===== config.mk =====
export PLATFORM = sky130hd
export DESIGN_NAME = spi_cmd_engine
export DESIGN_NICKNAME = d
export VERILOG_FILES = /design/src/rtl/spicmd_pkg.sv /design/src/rtl/spicmd_shifter.sv /design/src/rtl/spicmd_rstgen.sv /design/src/rtl/spi_cmd_engine.sv
export SDC_FILE = /design/constraint.sdc
export NUM_CORES = 2
export LEC_CHECK = 0
export ABC_AREA = 1
export BUFFER_PORTS_ARGS = -buffer_cell sky130_fd_sc_hd__buf_2
export CORE_ASPECT_RATIO = 0.9
export CORE_UTILIZATION = 25
export DETAILED_ROUTE_END_ITERATION = 8
export GPL_TIMING_DRIVEN = 0
export PLACE_DENSITY = 0.36
export SYNTH_ARGS = -nofsm -noshare
export SYNTH_HDL_FRONTEND = slang
export SYNTH_HIERARCHICAL = 1
export SYNTH_SLANG_ARGS = --single-unit

===== constraint.sdc =====
create_clock -name clk -period 4.7 [get_ports clk]
set_input_delay 1.175 -clock clk [delete_from_list [all_inputs] [get_ports clk]]
set_output_delay 1.175 -clock clk [all_outputs]
set_load 0.02 [all_outputs]

===== src/rtl/spicmd_pkg.sv =====
package spicmd_pkg;

   typedef enum logic [2:0] {
      ST_IDLE,
      ST_WAIT_PRE,
      ST_SEND,
      ST_GAP,
      ST_WAIT_RD,
      ST_READ,
      ST_WAIT_POST
   } eng_state_t;

   localparam logic [7:0] FILL_BYTE = 8'h00;

endpackage


===== src/rtl/spicmd_shifter.sv =====
module spicmd_shifter #(
   parameter int unsigned CLK_DIV = 4
) (
   input  logic       clk,
   input  logic       rst_n,
   input  logic       start,
   input  logic [7:0] tx,
   output logic       act,
   output logic       done,
   output logic [7:0] rx,
   output logic       sck,
   output logic       mosi,
   input  logic       miso
);
   localparam int unsigned CW = (CLK_DIV > 1) ? $clog2(CLK_DIV) : 1;

   logic [CW-1:0] cnt;
   logic [2:0]    bitn;
   logic [7:0]    txs;
   logic [7:0]    rxs;

   always_ff @(posedge clk or negedge rst_n) begin
      if (!rst_n) begin
         act  <= 1'b0;
         done <= 1'b0;
         cnt  <= '0;
         bitn <= '0;
         txs  <= '0;
         rxs  <= '0;
         sck  <= 1'b0;
      end else begin
         done <= 1'b0;
         if (start && !act) begin
            act  <= 1'b1;
            txs  <= tx;
            cnt  <= '0;
            bitn <= '0;
            sck  <= 1'b0;
         end else if (act) begin
            if (cnt == CW'(CLK_DIV - 1)) begin
               cnt <= '0;
               if (!sck) begin
                  sck <= 1'b1;
                  rxs <= {rxs[6:0], miso};
               end else begin
                  sck <= 1'b0;
                  if (bitn == 3'd7) begin
                     act  <= 1'b0;
                     done <= 1'b1;
                  end else begin
                     bitn <= bitn + 3'd1;
                     txs  <= {txs[6:0], 1'b0};
                  end
               end
            end else begin
               cnt <= cnt + CW'(1);
            end
         end
      end
   end

   assign mosi = txs[7];
   assign rx   = rxs;

   AST_MOSI_STABLE_AT_RISE: assert property (@(posedge clk) disable iff (!rst_n)
      $rose(sck) |-> $stable(mosi));

   AST_DONE_AFTER_LOW_CLOCK: assert property (@(posedge clk) disable iff (!rst_n)
      done |-> !sck);

endmodule


===== src/rtl/spicmd_rstgen.sv =====
module spicmd_rstgen #(
   parameter int unsigned LOW_CYC  = 1000,
   parameter int unsigned WAIT_CYC = 2000
) (
   input  logic clk,
   input  logic rst_n,
   input  logic req,
   output logic dev_rst_n,
   output logic ready
);
   localparam int unsigned MAXC = (LOW_CYC > WAIT_CYC) ? LOW_CYC : WAIT_CYC;
   localparam int unsigned CW   = $clog2(MAXC + 1);

   typedef enum logic [1:0] {PH_HOLD, PH_SETTLE, PH_RUN} ph_t;

   ph_t           ph;
   logic [CW-1:0] cnt;

   always_ff @(posedge clk or negedge rst_n) begin
      if (!rst_n) begin
         ph  <= PH_HOLD;
         cnt <= '0;
      end else begin
         unique case (ph)
            PH_HOLD: begin
               if (cnt == CW'(LOW_CYC - 1)) begin
                  ph  <= PH_SETTLE;
                  cnt <= '0;
               end else begin
                  cnt <= cnt + CW'(1);
               end
            end
            PH_SETTLE: begin
               if (cnt == CW'(WAIT_CYC - 1)) begin
                  ph  <= PH_RUN;
                  cnt <= '0;
               end else begin
                  cnt <= cnt + CW'(1);
               end
            end
            default: begin
               if (req) begin
                  ph  <= PH_HOLD;
                  cnt <= '0;
               end
            end
         endcase
      end
   end

   assign dev_rst_n = (ph != PH_HOLD);
   assign ready     = (ph == PH_RUN);

   AST_REQ_STARTS_HOLD: assert property (@(posedge clk) disable iff (!rst_n)
      (ready && req) |=> !dev_rst_n);

endmodule


===== src/rtl/spi_cmd_engine.sv =====
module spi_cmd_engine
   import spicmd_pkg::*;
#(
   parameter int unsigned CLK_DIV     = 4,
   parameter int unsigned MAX_PARAMS  = 256,
   parameter int unsigned MAX_RESP    = 256,
   parameter int unsigned BUSY_LIMIT  = 1000000,
   parameter int unsigned CLK_KHZ     = 100000,
   parameter int unsigned RST_LOW_MS  = 10,
   parameter int unsigned RST_WAIT_MS = 20,
   parameter int unsigned SYNC_STAGES = 2,
   localparam int unsigned PCW = $clog2(MAX_PARAMS + 1),
   localparam int unsigned RCW = $clog2(MAX_RESP + 1),
   localparam int unsigned PAW = (MAX_PARAMS > 1) ? $clog2(MAX_PARAMS) : 1
) (
   input  logic           clk,
   input  logic           rst_n,
   input  logic           dev_reset_req,
   input  logic           cmd_valid,
   output logic           cmd_ready,
   input  logic [15:0]    cmd_opcode,
   input  logic [PCW-1:0] cmd_nparam,
   input  logic [RCW-1:0] cmd_nresp,
   input  logic           prm_we,
   input  logic [PAW-1:0] prm_addr,
   input  logic [7:0]     prm_wdata,
   output logic           rsp_valid,
   output logic [7:0]     rsp_data,
   output logic           cmd_done,
   output logic           busy_timeout,
   output logic           spi_sck,
   output logic           spi_mosi,
   input  logic           spi_miso,
   output logic           spi_nss,
   input  logic           dev_busy,
   output logic           dev_rst_n
);
   localparam int unsigned MAXB     = (MAX_PARAMS + 2 > MAX_RESP + 1) ? MAX_PARAMS + 2 : MAX_RESP + 1;
   localparam int unsigned IW       = $clog2(MAXB + 1);
   localparam int unsigned BCW      = $clog2(BUSY_LIMIT + 1);
   localparam int unsigned GAPC     = 2 * CLK_DIV;
   localparam int unsigned GW       = $clog2(GAPC + 1);
   localparam int unsigned LOW_CYC  = CLK_KHZ * RST_LOW_MS;
   localparam int unsigned WAIT_CYC = CLK_KHZ * RST_WAIT_MS;

   // elaboration-time parameter checks
   if (CLK_DIV < 1)                         begin : g_bad_div  $error("CLK_DIV must be at least 1"); end
   if (MAX_PARAMS < 1)                      begin : g_bad_prm  $error("MAX_PARAMS must be at least 1"); end
   if (MAX_RESP < 1)                        begin : g_bad_rsp  $error("MAX_RESP must be at least 1"); end
   if (BUSY_LIMIT < 2)                      begin : g_bad_lim  $error("BUSY_LIMIT must be at least 2"); end
   if (LOW_CYC < 1 || WAIT_CYC < 1)         begin : g_bad_rst  $error("reset timing rounds to zero cycles"); end
   if (SYNC_STAGES == 1 || SYNC_STAGES > 4) begin : g_bad_syn  $error("SYNC_STAGES must be 0, 2, 3 or 4"); end

   // BUSY input conditioning: bypass or flop chain
   logic busy_s;
   if (SYNC_STAGES == 0) begin : g_busy_direct
      assign busy_s = dev_busy;
   end else begin : g_busy_sync
      logic [SYNC_STAGES-1:0] chain;
      always_ff @(posedge clk or negedge rst_n) begin
         if (!rst_n) chain <= '1;
         else        chain <= {chain[SYNC_STAGES-2:0], dev_busy};
      end
      assign busy_s = chain[SYNC_STAGES-1];
   end

   // parameter buffer
   logic [7:0] pbuf [MAX_PARAMS];
   always_ff @(posedge clk) begin
      if (prm_we) pbuf[prm_addr] <= prm_wdata;
   end

   // device reset sequencer
   logic rst_ready;
   eng_state_t st;

   spicmd_rstgen #(.LOW_CYC(LOW_CYC), .WAIT_CYC(WAIT_CYC)) u_rstgen (
      .clk       (clk),
      .rst_n     (rst_n),
      .req       (dev_reset_req && (st == ST_IDLE)),
      .dev_rst_n (dev_rst_n),
      .ready     (rst_ready)
   );

   // byte shifter
   logic       sh_go, sh_act, sh_done;
   logic [7:0] sh_tx, sh_rx;

   spicmd_shifter #(.CLK_DIV(CLK_DIV)) u_shifter (
      .clk   (clk),
      .rst_n (rst_n),
      .start (sh_go),
      .tx    (sh_tx),
      .act   (sh_act),
      .done  (sh_done),
      .rx    (sh_rx),
      .sck   (spi_sck),
      .mosi  (spi_mosi),
      .miso  (spi_miso)
   );

   // command sequencer
   logic [15:0]    op_q;
   logic [PCW-1:0] np_q;
   logic [RCW-1:0] nr_q;
   logic [IW-1:0]  idx, total;
   logic [BCW-1:0] bcnt;
   logic [GW-1:0]  gcnt;
   logic           bwait_hit;

   assign cmd_ready = (st == ST_IDLE) && rst_ready;
   assign total     = (st == ST_READ) ? (IW'(nr_q) + IW'(1)) : (IW'(np_q) + IW'(2));
   assign bwait_hit = (bcnt == BCW'(BUSY_LIMIT - 1));

   always_comb begin
      if (st == ST_READ)      sh_tx = FILL_BYTE;
      else if (idx == '0)     sh_tx = op_q[15:8];
      else if (idx == IW'(1)) sh_tx = op_q[7:0];
      else                    sh_tx = pbuf[PAW'(idx - IW'(2))];
   end

   always_ff @(posedge clk or negedge rst_n) begin
      if (!rst_n) begin
         st           <= ST_IDLE;
         op_q         <= '0;
         np_q         <= '0;
         nr_q         <= '0;
         idx          <= '0;
         bcnt         <= '0;
         gcnt         <= '0;
         sh_go        <= 1'b0;
         spi_nss      <= 1'b1;
         cmd_done     <= 1'b0;
         busy_timeout <= 1'b0;
         rsp_valid    <= 1'b0;
         rsp_data     <= '0;
      end else begin
         cmd_done     <= 1'b0;
         busy_timeout <= 1'b0;
         rsp_valid    <= 1'b0;
         sh_go        <= 1'b0;
         unique case (st)
            ST_IDLE: begin
               spi_nss <= 1'b1;
               if (cmd_valid && cmd_ready) begin
                  op_q <= cmd_opcode;
                  np_q <= cmd_nparam;
                  nr_q <= cmd_nresp;
                  bcnt <= '0;
                  st   <= ST_WAIT_PRE;
               end
            end
            ST_WAIT_PRE, ST_WAIT_RD: begin
               if (!busy_s) begin
                  spi_nss <= 1'b0;
                  idx     <= '0;
                  st      <= (st == ST_WAIT_PRE) ? ST_SEND : ST_READ;
               end else if (bwait_hit) begin
                  busy_timeout <= 1'b1;
                  st           <= ST_IDLE;
               end else begin
                  bcnt <= bcnt + BCW'(1);
               end
            end
            ST_SEND, ST_READ: begin
               if (sh_done) begin
                  if (st == ST_READ && idx != '0) begin
                     rsp_valid <= 1'b1;
                     rsp_data  <= sh_rx;
                  end
                  idx <= idx + IW'(1);
                  if (idx + IW'(1) == total) begin
                     spi_nss <= 1'b1;
                     gcnt    <= '0;
                     if (st == ST_SEND) begin
                        st <= ST_GAP;
                     end else begin
                        cmd_done <= 1'b1;
                        st       <= ST_IDLE;
                     end
                  end
               end else if (!sh_act && !sh_go) begin
                  sh_go <= 1'b1;
               end
            end
            ST_GAP: begin
               if (gcnt == GW'(GAPC - 1)) begin
                  bcnt <= '0;
                  st   <= (nr_q != '0) ? ST_WAIT_RD : ST_WAIT_POST;
               end else begin
                  gcnt <= gcnt + GW'(1);
               end
            end
            ST_WAIT_POST: begin
               if (!busy_s) begin
                  cmd_done <= 1'b1;
                  st       <= ST_IDLE;
               end else if (bwait_hit) begin
                  busy_timeout <= 1'b1;
                  st           <= ST_IDLE;
               end else begin
                  bcnt <= bcnt + BCW'(1);
               end
            end
            default: st <= ST_IDLE;
         endcase
      end
   end

   AST_NSS_AFTER_BUSY_LOW: assert property (@(posedge clk) disable iff (!rst_n)
      $fell(spi_nss) |-> $past(!busy_s));
   AST_SCK_IDLE_LOW: assert property (@(posedge clk) disable iff (!rst_n)
      spi_nss |-> !spi_sck);
   AST_RSP_FROM_FRAME: assert property (@(posedge clk) disable iff (!rst_n)
      rsp_valid |-> $past(!spi_nss));
   AST_END_EXCLUSIVE: assert property (@(posedge clk) disable iff (!rst_n)
      !(cmd_done && busy_timeout));
   AST_ACCEPT_DROPS_READY: assert property (@(posedge clk) disable iff (!rst_n)
      (cmd_valid && cmd_ready) |=> !cmd_ready);
   AST_NO_CMD_IN_RESET: assert property (@(posedge clk) disable iff (!rst_n)
      !dev_rst_n |-> !cmd_ready);
   AST_TIMEOUT_NSS_HIGH: assert property (@(posedge clk) disable iff (!rst_n)
      busy_timeout |-> spi_nss);

endmodule


# ---- Yosys cells after proc, flatten, opt, wreduce, memory -nomap -nowiden
# Memories as Yosys holds them, arrays and structs flattened.
# Cells that the tools add are included.
dict set report word_totals {
  output_inout_bits 16
  n_memories 1
  ramBits 2048
  word_cells 180
  ff_bits 132
  inputBits 57
}
dict set report classes {
  n_reduce_logical 36
  n_eq_ne 27
  mux 82
  n_addsub 9
  bitwise_logic 2
}
# memory depth width rd rd_ports_with_merged_regs wr line
set mem_list {}
lappend mem_list {pbuf 256 8 1 0 1 spi_cmd_engine.sv:68} ;# logic [7:0] pbuf [MAX_PARAMS];
# cell count
set ops {}
lappend ops {{two-way mux 20 bit} 4}
lappend ops {{two-way mux 8 bit} 8}
lappend ops {{two-way mux 21 bit} 3}
lappend ops {{case mux 20 bit (3 select lines)} 1}
lappend ops {{case mux 21 bit (2 select lines)} 1}
lappend ops {{two-way mux 3 bit} 13}
lappend ops {{two-way mux 1 bit} 32}
lappend ops {{two-way mux 9 bit} 3}
lappend ops {{adder 21 x 1 -> 21 bit, second input constant} 1}
lappend ops {{equality test 21 x 20 -> 1 bit, second input constant} 1}
lappend ops {{equality test 21 bit, second input constant} 1}
lappend ops {{adder 20 x 1 -> 20 bit, second input constant} 1}
lappend ops {{equality test 20 bit, second input constant} 1}
lappend ops {{AND reduction 4 bit} 5}
lappend ops {{adder 9 x 1 -> 9 bit, second input constant} 2}
lappend ops {{case mux 9 bit (2 select lines)} 1}
lappend ops {{nonzero test 9 bit} 2}
lappend ops {{two-way mux 2 bit} 8}
lappend ops {{case mux 3 bit (5 select lines)} 1}
lappend ops {{equality test 3 bit, second input constant} 4}
lappend ops {{two-way mux 4 bit} 3}
lappend ops {{!= test 2 x 1 -> 1 bit, second input constant} 6}
lappend ops {{nonzero test 2 bit} 6}
lappend ops {{!= test 2 bit, second input constant} 5}
lappend ops {{28 further kinds} 43}

# ---- Logic depth before layout (Yosys ltp)
dict set report logic_depth {
  word_depth 6
  depth_mapped 22
  depth_no_buf 15
}

# ---- By module
# The synthesis kept the hierarchy.
# module cells_each instances seq_area_each_um2 area_per_inst_um2
set by_module_without_submodules {}
lappend by_module_without_submodules {spi_cmd_engine 7626 1 63629.8 87820.5}
lappend by_module_without_submodules {spicmd_rstgen 222 1 575.6 1534.0}
lappend by_module_without_submodules {spicmd_shifter 125 1 600.6 1146.1}

# ---- Least setup slack after synthesis
# Ideal clock, no wire load.
dict set report synth_path {
  path_type {flip-flop to flip-flop}
  startpoint {reg idx[1]}
  endpoint {reg u_shifter.txs[7]}
  stages_incl_launch_ff 23
  path_buffers 7
  setup_ns 0.065
  arrival_ns 2.972
  t_required_ns 4.635
  path_slack_ns 1.663
  synth_period_minus_slack_ns 3.037
  path_cell_list {dfrtp_1 buf_2 inv_2 buf_2 buf_2 buf_2 ha_1 buf_2 inv_1 clkbuf_1 clkbuf_1 nand3_1 nand3_1 nand3_1 nand3_1 nand3_1 nand3_1 nand3_1 a21oi_1 nand3_1 nand2_1 nand2_1 nand2_1}
}
dict set report synth_via {
  elab_chain_len 6
  word_cells_on_any_way 8
  classes_between {add/sub (1); eq/ne (1); mux (4); reduce/logical (1); memory (1)}
}
# item line
set synth_rtl {}
lappend synth_rtl {{start, declared} spi_cmd_engine.sv:106} ;# logic [IW-1:0] idx, total;
lappend synth_rtl {{start signal, assigned} spi_cmd_engine.sv:171} ;# idx <= idx + IW'(1);
lappend synth_rtl {{subtractor 8 x 2 -> 8 bit} spi_cmd_engine.sv:119} ;# else sh_tx = pbuf[PAW'(idx - IW'(2))];
lappend synth_rtl {{memory read (256 x 8 bit)} -}
lappend synth_rtl {{two-way mux 8 bit} spi_cmd_engine.sv:118} ;# else if (idx == IW'(1)) sh_tx = op_q[7:0];
lappend synth_rtl {{two-way mux 8 bit (*)} spi_cmd_engine.sv:117} ;# else if (idx == '0) sh_tx = op_q[15:8];
lappend synth_rtl {{two-way mux 8 bit (*)} spi_cmd_engine.sv:116} ;# if (st == ST_READ) sh_tx = FILL_BYTE;
lappend synth_rtl {{via sh_tx[7]} spi_cmd_engine.sv:87} ;# logic [7:0] sh_tx, sh_rx;
lappend synth_rtl {{two-way mux 8 bit (*)} spicmd_shifter.sv:33} ;# if (start && !act) begin
lappend synth_rtl {{end signal, assigned} spicmd_shifter.sv:35} ;# txs <= tx;
lappend synth_rtl {{end signal, assigned} spicmd_shifter.sv:52} ;# txs <= {txs[6:0], 1'b0};
lappend synth_rtl {{end, declared} spicmd_shifter.sv:19} ;# logic [7:0] txs;
# The timed path passes the listed nets; every way through them passes the cells marked *.
# A chain may end at the register's enable or synchronous reset.

# ---- Worst setup path after layout
# Same ends and word-level chain as after synthesis.

==> impl_metrics.json <==
{
  "status": "finished, violations left",
  "violations": "max-capacitance violations, max-slew violations, negative setup slack",
  "clk_path_buf_depth": 4,
  "drt-initial-drc-count": 8800,
  "antenna_found_initial": 37,
  "syn_avg_cell_area_sq_um": 11.4,
  "synthDominantCellAreaShare_pct": 68.0,
  "wl_mm": 447,
  "vias_per_cell": 5.06,
  "max_stage_delay_ns": 0.65,
  "path_delay_family": "buffers and inverters",
  "yosys.area.top_type": "edfxtp_1",
  "design_area_sq_um": 108000,
  "synth_edf_count": 2048,
  "crit_type": "reg2reg",
  "swShare_pct": 41.2,
  "port_buffers": 71,
  "ant_nets": 0,
  "dpl.hpwl_mm": 315,
  "finalNonFillerCells": 13323,
  "routabilityCongestion": 0.932,
  "initial_utilization_pct": 25.1,
  "finalSetupTns_ns": -0.0920,
  "period_minus_slack_ns": 4.75,
  "synth_cell_types": 51,
  "power_density_nw_per_um2": 593,
  "core_area_sq_um": 360000,
  "final-seq-area_sq_um": 64800,
  "avgRoutedWirePerCell_um": 33.6,
  "finalHoldViolCount": 0,
  "p_leak_nw": 37.8,
  "dieWidth_um": 636,
  "critical_path_buf_inv_count": 8,
  "crit_chain": "buf_8 -> inv_6 -> buf_6 -> buf_16 -> buf_12 -> ha_2 -> xnor2_4 -> inv_2 -> buf_2 -> clkbuf_2 -> nand3_1 -> nand3_1 -> nand3_1 -> nand3_1 -> nand3_1 -> nand3_4 -> a21oi_4 -> nand3_1 -> nand2_1 -> nand2_1 -> nand2_1",
  "slew_headroom_pct": -1.92,
  "switchingPower_mw": 26.2,
  "clk_latency_ns": 0.91,
  "pwr-share-clk_pct": 31.0,
  "cts-root-buf": "clkbuf_16",
  "synth_warnings": 6,
  "rsz0062_at_grt": "true",
  "yosys-top-cells-area": "edfxtp_1, nand3_1, nand2_1",
  "num_rows": 209,
  "worstHoldPathType": "in2async",
  "fmax_mhz": 210,
  "multi_input_area_sq_um": 23700,
  "cts_tree": "built",
  "cp-start-kind": "register",
  "p_seq_share_pct": 34.4,
  "period_share_pct": 101,
  "cts_htree_levels": 5,
  "drt_first_pass_iters": 6,
  "r2r_slack_ns": -0.05,
  "dp.cells": 12852,
  "cp.arrival_ns": 5.56,
  "layout_setup_ws_ns": -0.0526,
  "cp_slowest_cell": "clkbuf_2",
  "grt-ovfl-total": 0,
  "dr_total_vias": 67425,
  "p_int_mw": 37.5,
  "ys.flop_type": "edfxtp_1",
  "num_io_pins": 73,
  "syn_inst": 7973,
  "max-vdd-ir-drop_uv": 251,
  "cp.required_ns": 5.50,
  "cp-end-kind": "register",
  "grt_pass1_vias": 62617,
  "skew_ns": 0.0381,
  "place_area_sq_um": 98300,
  "reg2reg_depth": 21,
  "slew_viol_final": 11,
  "regToRegEndpoint": "u_shifter/txs[7]$_DFFE_PN0P_",
  "cts.sinks": 2180,
  "power_frac_comb_pct": 34.6,
  "path_common_cell": "nand3_1",
  "cts_made_buffers": 263,
  "fillers": 36643,
  "synthesis.nets": 8044,
  "dieArea_sq_um": 364000,
  "tightest_slew_ns": 1.53,
  "grt_max_degree": 131,
  "max_cap_viol_count": 2,
  "grt_pass1_wl_mm": 589,
  "area_growth_pct": 18.9,
  "setup_viol": 4,
  "async_reset_ff_share_pct": 6.06,
  "grtUsageTotal_pct": 23.8,
  "die_h_um": 573,
  "syn_area_sq_um": 90500,
  "drive_above_1_share_pct": 12.1,
  "critPathMaxFanout": 12,
  "clk_pin_slew_ns": 0.06,
  "layout.nets": 8444,
  "rr_startpoint": "idx[1]$_DFFE_PN0P_",
  "ys_seq_area_share_pct": 71.6,
  "ys_seq_elements": 2180,
  "drc_errors": 0
}
layout by cell type, fill, tap and decap left out, types with 48 or more instances in the layout:
| cell type | count |
|---|---|
| nand2_1 | 2400 |
| edfxtp_1 | 2048 |
| nand3_1 | 2024 |
| nor2_1 | 320 |
| clkbuf_16 | 272 |
| buf_2 | 267 |
| clkbuf_1 | 215 |
| dfrtp_1 | 129 |
| inv_1 | 128 |
| nand3_2 | 85 |
| o21ai_0 | 51 |
| clkinv_1 | 51 |
| nor2_2 | 48 |
power by group through the flow:
stage               Sequential (mW)  Combinational [mW]  Clock (mW)
global route                   22.0                22.6        20.7
floorplan                      22.3                9.27           0
finish                         21.9                22.0        19.8
detailed placement             22.3                20.6           0
CTS                            21.9                21.6        20.0
global placement               22.4                20.5           0
worst max-delay path by stage:
stage                            start                           end  slack (ns)  depth (start not counted)
floorplan           idx[1]$_DFFE_PN0P_  u_shifter/txs[7]$_DFFE_PN0P_        1.66                         22
global placement    idx[1]$_DFFE_PN0P_  u_shifter/txs[6]$_DFFE_PN0P_       -3.75                         21
detailed placement  idx[1]$_DFFE_PN0P_  u_shifter/txs[7]$_DFFE_PN0P_       -3.58                         22
CTS                 idx[1]$_DFFE_PN0P_  u_shifter/txs[5]$_DFFE_PN0P_      -0.003                         23
global route        idx[1]$_DFFE_PN0P_  u_shifter/txs[1]$_DFFE_PN0P_      -0.004                         23
finish              idx[1]$_DFFE_PN0P_  u_shifter/txs[7]$_DFFE_PN0P_       -0.05                         21
layout make-up:
cell class / instances / share of cell area (%)
repair buffers: 135 / 1.62
flip-flops and latches: 2180 / 60.3
multi-input cells: 5139 / 22.0
inverters: 148 / 0.529
plain buffers: 506 / 2.62
well taps: 4747 / 5.52
clock buffers: 341 / 6.58
clock inverters: 114 / 0.805
diodes: 13 / 0.0302
synthesized netlist by cell type (all sizes together) (3+ instances only):
| master | n |
|---|---|
| xnor2 | 4 |
| nand4 | 21 |
| ha | 14 |
| o21ai | 69 |
| nand3 | 2126 |
| buf | 289 |
| nor3 | 24 |
| nor4 | 6 |
| o22ai | 8 |
| dfstp | 3 |
| o31ai | 10 |
| inv | 148 |
| clkbuf | 217 |
| a21oi | 31 |
| nand2 | 2415 |
| nor2 | 373 |
| edfxtp | 2048 |
| dfrtp | 129 |
| or2 | 3 |
| xor2 | 26 |
what timing repair did:
action,in CTS,in global routing
pin swaps,3,1
hold buffers,0,0
setup buffers,1,2
endpoints found under the setup margin,11,8
resized for setup,332,24
flip-flops by register name (all words and copies together), names as in the netlist, 2 cells and up:
signal / flops
st: 3
u_shifter/bitn: 3
u_shifter/rx: 8
u_rstgen/ph: 2
np_q: 9
op_q: 16
nr_q: 9
gcnt: 4
g_busy_sync.chain: 2
idx: 9
bcnt: 20
pbuf: 2048
u_shifter/cnt: 2
u_rstgen/cnt: 21
rsp_data: 8
u_shifter/txs: 8
stage by stage:
stage / hold WS, ns / power, mW / util (%) / setup slack, ns
after floorplan: 0.345 / 31.5 / - / 1.66
after global placement: 0.348 / 42.9 / 26.9 / -3.75
after detailed placement: 0.348 / 42.9 / 27.3 / -3.58
after CTS: 0.281 / 63.5 / 29.8 / -0.00336
after global routing: 0.335 / 65.3 / 29.9 / -0.00362
final: 0.295 / 63.7 / 29.9 / -0.0526
cell families (layout without fill, tap and decap cells):
family          after synthesis  in the layout  synth area share (%)
flops                      2180           2180                  71.6
compound gates              123            123                 0.812
buf+inv                     654           1244                  3.10
simple gates               4972           4972                  24.0
fa+ha+maj                    14             14                 0.194
other cells                   0             13                     0
xor+xnor                     30             30                 0.307
per-layer routing:
metal | up-vias | global-route usage [%] | routed length [um]
li1 | 28915 | - | -
met1 | 34797 | 34.3 | 201000
met2 | 3076 | 35.8 | 194000
met3 | 629 | 4.10 | 34300
met4 | 8 | 8.62 | 17400
met5 | - | 0 | 68
No activity file was read; power rests on OpenSTA's default activity.
